`config.mk`:
```
export PLATFORM = sky130hd
export DESIGN_NAME = ovf_pwm_timer
export DESIGN_NICKNAME = d
export VERILOG_FILES = /design/src/rtl/tmr_pkg.sv /design/src/rtl/tmr_tick_gate.sv /design/src/rtl/tmr_counter.sv /design/src/rtl/tmr_pwm.sv /design/src/rtl/ovf_pwm_timer.sv
export SDC_FILE = /design/constraint.sdc
export NUM_CORES = 1
export LEC_CHECK = 0
export ABC_AREA = 1
export BUFFER_PORTS_ARGS = -buffer_cell sky130_fd_sc_hd__buf_2
export CAP_MARGIN = 20
export CORE_AREA = 4 4 73 75
export DETAILED_ROUTE_END_ITERATION = 10
export DIE_AREA = 0 0 77 79
export GPL_TIMING_DRIVEN = 0
export PLACE_DENSITY_LB_ADDON = 0.25
export SLEW_MARGIN = 20
export SYNTH_ARGS = -nofsm -noshare
export SYNTH_HDL_FRONTEND = slang
export SYNTH_SLANG_ARGS = --single-unit
```
`constraint.sdc`:
```
create_clock -name clk -period 2.1 [get_ports clk]
set_input_delay 0.315 -clock clk [delete_from_list [all_inputs] [get_ports clk]]
set_output_delay 0.315 -clock clk [all_outputs]
set_load 0.03 [all_outputs]
```
`src/rtl/tmr_pkg.sv`:
```
package tmr_pkg;
  localparam int unsigned CNT_W    = 16;
  localparam int unsigned PHASE_W  = 4;
  localparam int unsigned DUTY_LSB = 6;
  localparam int unsigned DUTY_MSB = DUTY_LSB + PHASE_W - 1;

  typedef enum logic {
    SEL_VALUE = 1'b0,
    SEL_CTRL  = 1'b1
  } reg_sel_e;
endpackage

```
`src/rtl/tmr_tick_gate.sv`:
```
module tmr_tick_gate #(
  parameter int unsigned N_SRC = 2
) (
  input  logic [N_SRC-1:0] src_en,
  output logic             tick
);
  logic [N_SRC:0] chain;

  assign chain[0] = 1'b1;

  genvar g;
  generate
    for (g = 0; g < N_SRC; g++) begin : g_and
      assign chain[g+1] = chain[g] & src_en[g];
    end
  endgenerate

  assign tick = chain[N_SRC];
endmodule

```
`src/rtl/tmr_counter.sv`:
```
module tmr_counter #(
  parameter int unsigned W = 16
) (
  input  logic         clk,
  input  logic         rst_n,
  input  logic         ld_en,
  input  logic [W-1:0] ld_val,
  input  logic         tick,
  output logic [W-1:0] cnt_q,
  output logic [W-1:0] reload_q,
  output logic         ovf,
  output logic         irq_q
);
  localparam logic [W-1:0] CNT_MAX = {W{1'b1}};

  logic [W-1:0] cnt_d;
  logic [W-1:0] reload_d;
  logic         cnt_en;

  assign ovf = tick & ~ld_en & (cnt_q == CNT_MAX);

  always_comb begin
    cnt_d    = cnt_q;
    reload_d = reload_q;
    cnt_en   = 1'b0;
    if (ld_en) begin
      cnt_d    = ld_val;
      reload_d = ld_val;
      cnt_en   = 1'b1;
    end else if (tick) begin
      cnt_en = 1'b1;
      cnt_d  = ovf ? reload_q : cnt_q + 1'b1;
    end
  end

  always_ff @(posedge clk or negedge rst_n) begin
    if (!rst_n) begin
      cnt_q    <= '0;
      reload_q <= '0;
      irq_q    <= 1'b0;
    end else begin
      irq_q <= ovf;
      if (cnt_en) cnt_q <= cnt_d;
      if (ld_en)  reload_q <= reload_d;
    end
  end
endmodule

```
`src/rtl/tmr_pwm.sv`:
```
module tmr_pwm #(
  parameter int unsigned PW = 4
) (
  input  logic          clk,
  input  logic          rst_n,
  input  logic          step,
  input  logic          duty_we,
  input  logic [PW-1:0] duty_val,
  output logic [PW-1:0] duty_q,
  output logic [PW-1:0] phase_q,
  output logic          pwm
);
  logic [PW-1:0] phase_d;

  always_comb begin
    phase_d = phase_q;
    if (step) phase_d = phase_q + 1'b1;
  end

  always_ff @(posedge clk or negedge rst_n) begin
    if (!rst_n) begin
      phase_q <= '0;
      duty_q  <= '0;
    end else begin
      if (step)    phase_q <= phase_d;
      if (duty_we) duty_q  <= duty_val;
    end
  end

  assign pwm = (phase_q < duty_q);
endmodule

```
`src/rtl/ovf_pwm_timer.sv`:
```
module ovf_pwm_timer
  import tmr_pkg::*;
(
  input  logic        clk,
  input  logic        rst_n,
  input  logic        wr_en,
  input  logic        wr_sel,
  input  logic [15:0] wr_data,
  input  logic        rd_sel,
  output logic [15:0] rd_data,
  input  logic        tick_fast,
  input  logic        tick_slow,
  output logic        irq_pulse,
  output logic        pwm_out
);
  logic               tick;
  logic               ovf;
  logic               ld_en;
  logic               duty_we;
  logic [CNT_W-1:0]   cnt_q;
  logic [CNT_W-1:0]   reload_q;
  logic [PHASE_W-1:0] duty_q;
  logic [PHASE_W-1:0] phase_q;
  logic [CNT_W-1:0]   ctrl_word;

  assign ld_en   = wr_en & (reg_sel_e'(wr_sel) == SEL_VALUE);
  assign duty_we = wr_en & (reg_sel_e'(wr_sel) == SEL_CTRL);

  tmr_tick_gate #(.N_SRC(2)) u_gate (
    .src_en ({tick_slow, tick_fast}),
    .tick   (tick)
  );

  tmr_counter #(.W(CNT_W)) u_cnt (
    .clk      (clk),
    .rst_n    (rst_n),
    .ld_en    (ld_en),
    .ld_val   (wr_data),
    .tick     (tick),
    .cnt_q    (cnt_q),
    .reload_q (reload_q),
    .ovf      (ovf),
    .irq_q    (irq_pulse)
  );

  tmr_pwm #(.PW(PHASE_W)) u_pwm (
    .clk      (clk),
    .rst_n    (rst_n),
    .step     (ovf),
    .duty_we  (duty_we),
    .duty_val (wr_data[DUTY_MSB:DUTY_LSB]),
    .duty_q   (duty_q),
    .phase_q  (phase_q),
    .pwm      (pwm_out)
  );

  always_comb begin
    ctrl_word                    = '0;
    ctrl_word[DUTY_MSB:DUTY_LSB] = duty_q;
  end

  assign rd_data = (reg_sel_e'(rd_sel) == SEL_CTRL) ? ctrl_word : cnt_q;
endmodule

```
==> flow_summary.toml <==
[synthesis]
syn_area_um2 = 2520
synth_cells = 360
synth.avg_cell_area_um2 = 7.00
synth_commonest_cells = "nand2_1, inv_1, nor2_1, dfrtp_1"
synth_edf_count = 0
ys_top_cells_by_area = "dfrtp_1, nand2_1, inv_1, nor2_1, a21oi_1"
yosysTopAreaCellShare_pct = 40.7
synthDistinctLibCells = 25
async_flop_share_pct = 100
synth.most_common_cell = "nand2_1"
yosys_register_bits = 41
ys_warn_count = 0
ys.flop_type = "dfrtp_1"
synth_top_area_cell = "dfrtp_1"
syn_nets = 388
seq_area_frac_synth_pct = 40.7

[floorplanning]
io_pins = 41
rows = 25
dieArea_um2 = 6080
die_h_um = 79
core_um2 = 4660
fp.dieW_um = 77
initial_core_util_pct = 54.1

[worst_setup_path]
worstSetupEndpointType = "output pin"
cp_max_fo = 4
crit_type = "reg2out"
arrival_ps = 1600
critPathRequiredTime_ps = 1780
crit_path_start_kind = "flop"

[timing]
finClkSkew_ps = 10.2
fin_hold_ws_ps = 157
fin_crit_sh_pct = 91.3
max_freq_ghz = 0.521
finalCriticalPeriod_ps = 1920
final_max_slew_viol_count = 0
finalHoldViolCount = 0
tns_ps = 0
rsz0062_at_grt = "no"
max_slew_margin_pct = 36.9
setup_viol = 0
worst_pin_slew_ps = 946

[grt]
grt.met2_usage_pct = 38.2
top_usage_layer = "met2"
grt_use_met1_pct = 28.1
grt_remaining_overflow = 0
gr-usage-all-layers_pct = 21.8
grt_pass1_wl_um = 10600
antenna_found_initial = 0
grtUsageMet3_pct = 3.85
grt_max_degree = 42
grt_pass1_vias = 2265

[drt]
ant_nets = 0
drt_pass1_iterations = 4
vias = 2319
wl_per_cell_um = 13.4
wl_um = 6190
post-route-drc-count = 0
drt-vias-per-instance = 5.03
dr.first_iter.drc_count = 91

[place]
placed_area_um2 = 2780
gp_congestion = 0.954
place_inst = 453
port_buffers = 39
hpwl_um = 4530

[power]
p_leak_nw = 1.69
swShare_pct = 39.8
p_total_mw = 2.56
power_frac_comb_pct = 36.0
clockPowerShare_pct = 22.7
power_density_nw_per_um2 = 887
seqPwrFrac_pct = 41.3
switchingPower_mw = 1.02
ir_worst_vdd_mv = 0.382
power.internal_mw = 1.54

[cts]
post_cts_resized = 0
cts_setup_buffers = 0
cts-htree-levels = 2
clockRootBuffer = "clkbuf_8"
cts_tree = "yes"
cts.clk_slew.worst_paths_ps = 80
cts.sink_count = 41
hold_buffers = 0
clock_latency_ps = 300
clockBufferDepth = 2
cts_buffers = 5

[final_layout]
area_delta_synth_final_pct = 14.4
instances_no_fill = 461
layout.filler_cells = 437
drive_above_1_share_pct = 17.4
fin_area_um2 = 2880
layout.nets = 434
antenna_cells = 0

[flow_run]
maxCapViolCount = 0

[status]
status = "finished clean"

[min_path]
hp-class = "in2async"
-- cells in the final DEF (no fill, tap or decap) --
cell,count
nand4_1,5
a21oi_2,2
clkinv_2,1
nand2_2,3
clkbuf_8,7
dfrtp_1,41
nand3_2,1
xnor2_1,2
o21bai_2,4
o21bai_1,2
ha_1,5
inv_2,1
nor2_2,1
nor2_1,47
buf_6,2
a21o_1,1
nand3_1,16
clkbuf_1,4
nand3b_1,1
buf_4,2
nor2_4,4
inv_1,55
xor2_1,9
o21ai_0,13
nand2_1,119
buf_2,43
a21oi_1,16
-- worst max-delay path, cell delays in order, from the launching register on --
cell	delay, ps
dfrtp_1	420
ha_1	280
o21ai_0	80
nand2_1	70
a21o_1	150
a21oi_1	110
buf_2	200
-- stage by stage --
| step | setup slack, ps | utilization, % |
|---|---|---|
| 5_1_grt | 19.2 | 61.9 |
| 2_1_floorplan | 383 | - |
| 3_3_place_gp | 399 | 59.7 |
| 3_5_place_dp | 379 | 59.7 |
| 6_report | 182 | 61.9 |
| 4_1_cts | 162 | 61.9 |
-- registers in the layout, summed over array words and instances (netlist names) --
| signal | flops |
|---|---|
| u_cnt.cnt_q | 16 |
| u_cnt.reload_q | 16 |
| u_pwm.duty_q | 4 |
| u_pwm.phase_q | 4 |
| u_cnt.irq_q | 1 |
-- layer usage --
metal	vias up	share of wire [%]
li1	1182	-
met4	0	1.3
met5	-	0
met3	8	4.9
met2	48	48
met1	1081	46
-- cell families (layout without fill, tap and decap cells) --
| kind of cell | count (synthesis) | in the layout | synth area share, % |
|---|---|---|---|
| AO/OA/AOI/OAI | 38 | 38 | 9.14 |
| XOR/XNOR | 11 | 11 | 3.82 |
| adder cells (fa/ha/maj) | 5 | 5 | 2.48 |
| buffers and inverters | 68 | 115 | 11.2 |
| flip-flops | 41 | 41 | 40.7 |
| AND/OR/NAND/NOR | 197 | 197 | 32.6 |
-- final timing paths --
path	startpoint	end	slack [ps]	cells past startpoint
setup / recovery	u_pwm.phase_q[1]$_DFFE_PN0P_	pwm_out	180	6
hold / removal	rst_n	u_cnt.reload_q[1]$_DFFE_PN0P_	160	1
setup reg to reg	u_cnt.cnt_q[0]$_DFFE_PN0P_	u_cnt.cnt_q[7]$_DFFE_PN0P_	350	8
hold reg to reg	u_pwm.phase_q[3]$_DFFE_PN0P_	u_pwm.phase_q[3]$_DFFE_PN0P_	480	1
max in group asynchronous	rst_n	u_cnt.reload_q[8]$_DFFE_PN0P_	1350	1
min in group clk	wr_data[15]	u_cnt.reload_q[15]$_DFFE_PN0P_	230	3
-- power groups by stage --
stage	logic [mW]	clock network [mW]	registers (mW)
2_1_floorplan	0.717	0	1.03
3_3_place_gp	0.901	0	1.06
3_5_place_dp	0.921	0	1.07
4_1_cts	0.928	0.589	1.05
5_1_grt	1.05	0.624	1.08
6_report	0.922	0.581	1.06
-- area by class of cell --
| class | instances | area (um^2) | area share (%) |
|---|---|---|---|
| plain buffers | 12 | 72.6 | 2.52 |
| flip-flops and latches | 41 | 1030 | 35.6 |
| inverters | 56 | 210 | 7.29 |
| multi-input cells | 251 | 1210 | 42.0 |
| well taps | 54 | 67.6 | 2.34 |
| clock inverters | 1 | 5.00 | 0.174 |
| clock buffers | 7 | 96.3 | 3.34 |
| repair buffers | 39 | 195 | 6.77 |
No activity file was read; power rests on OpenSTA's default activity.
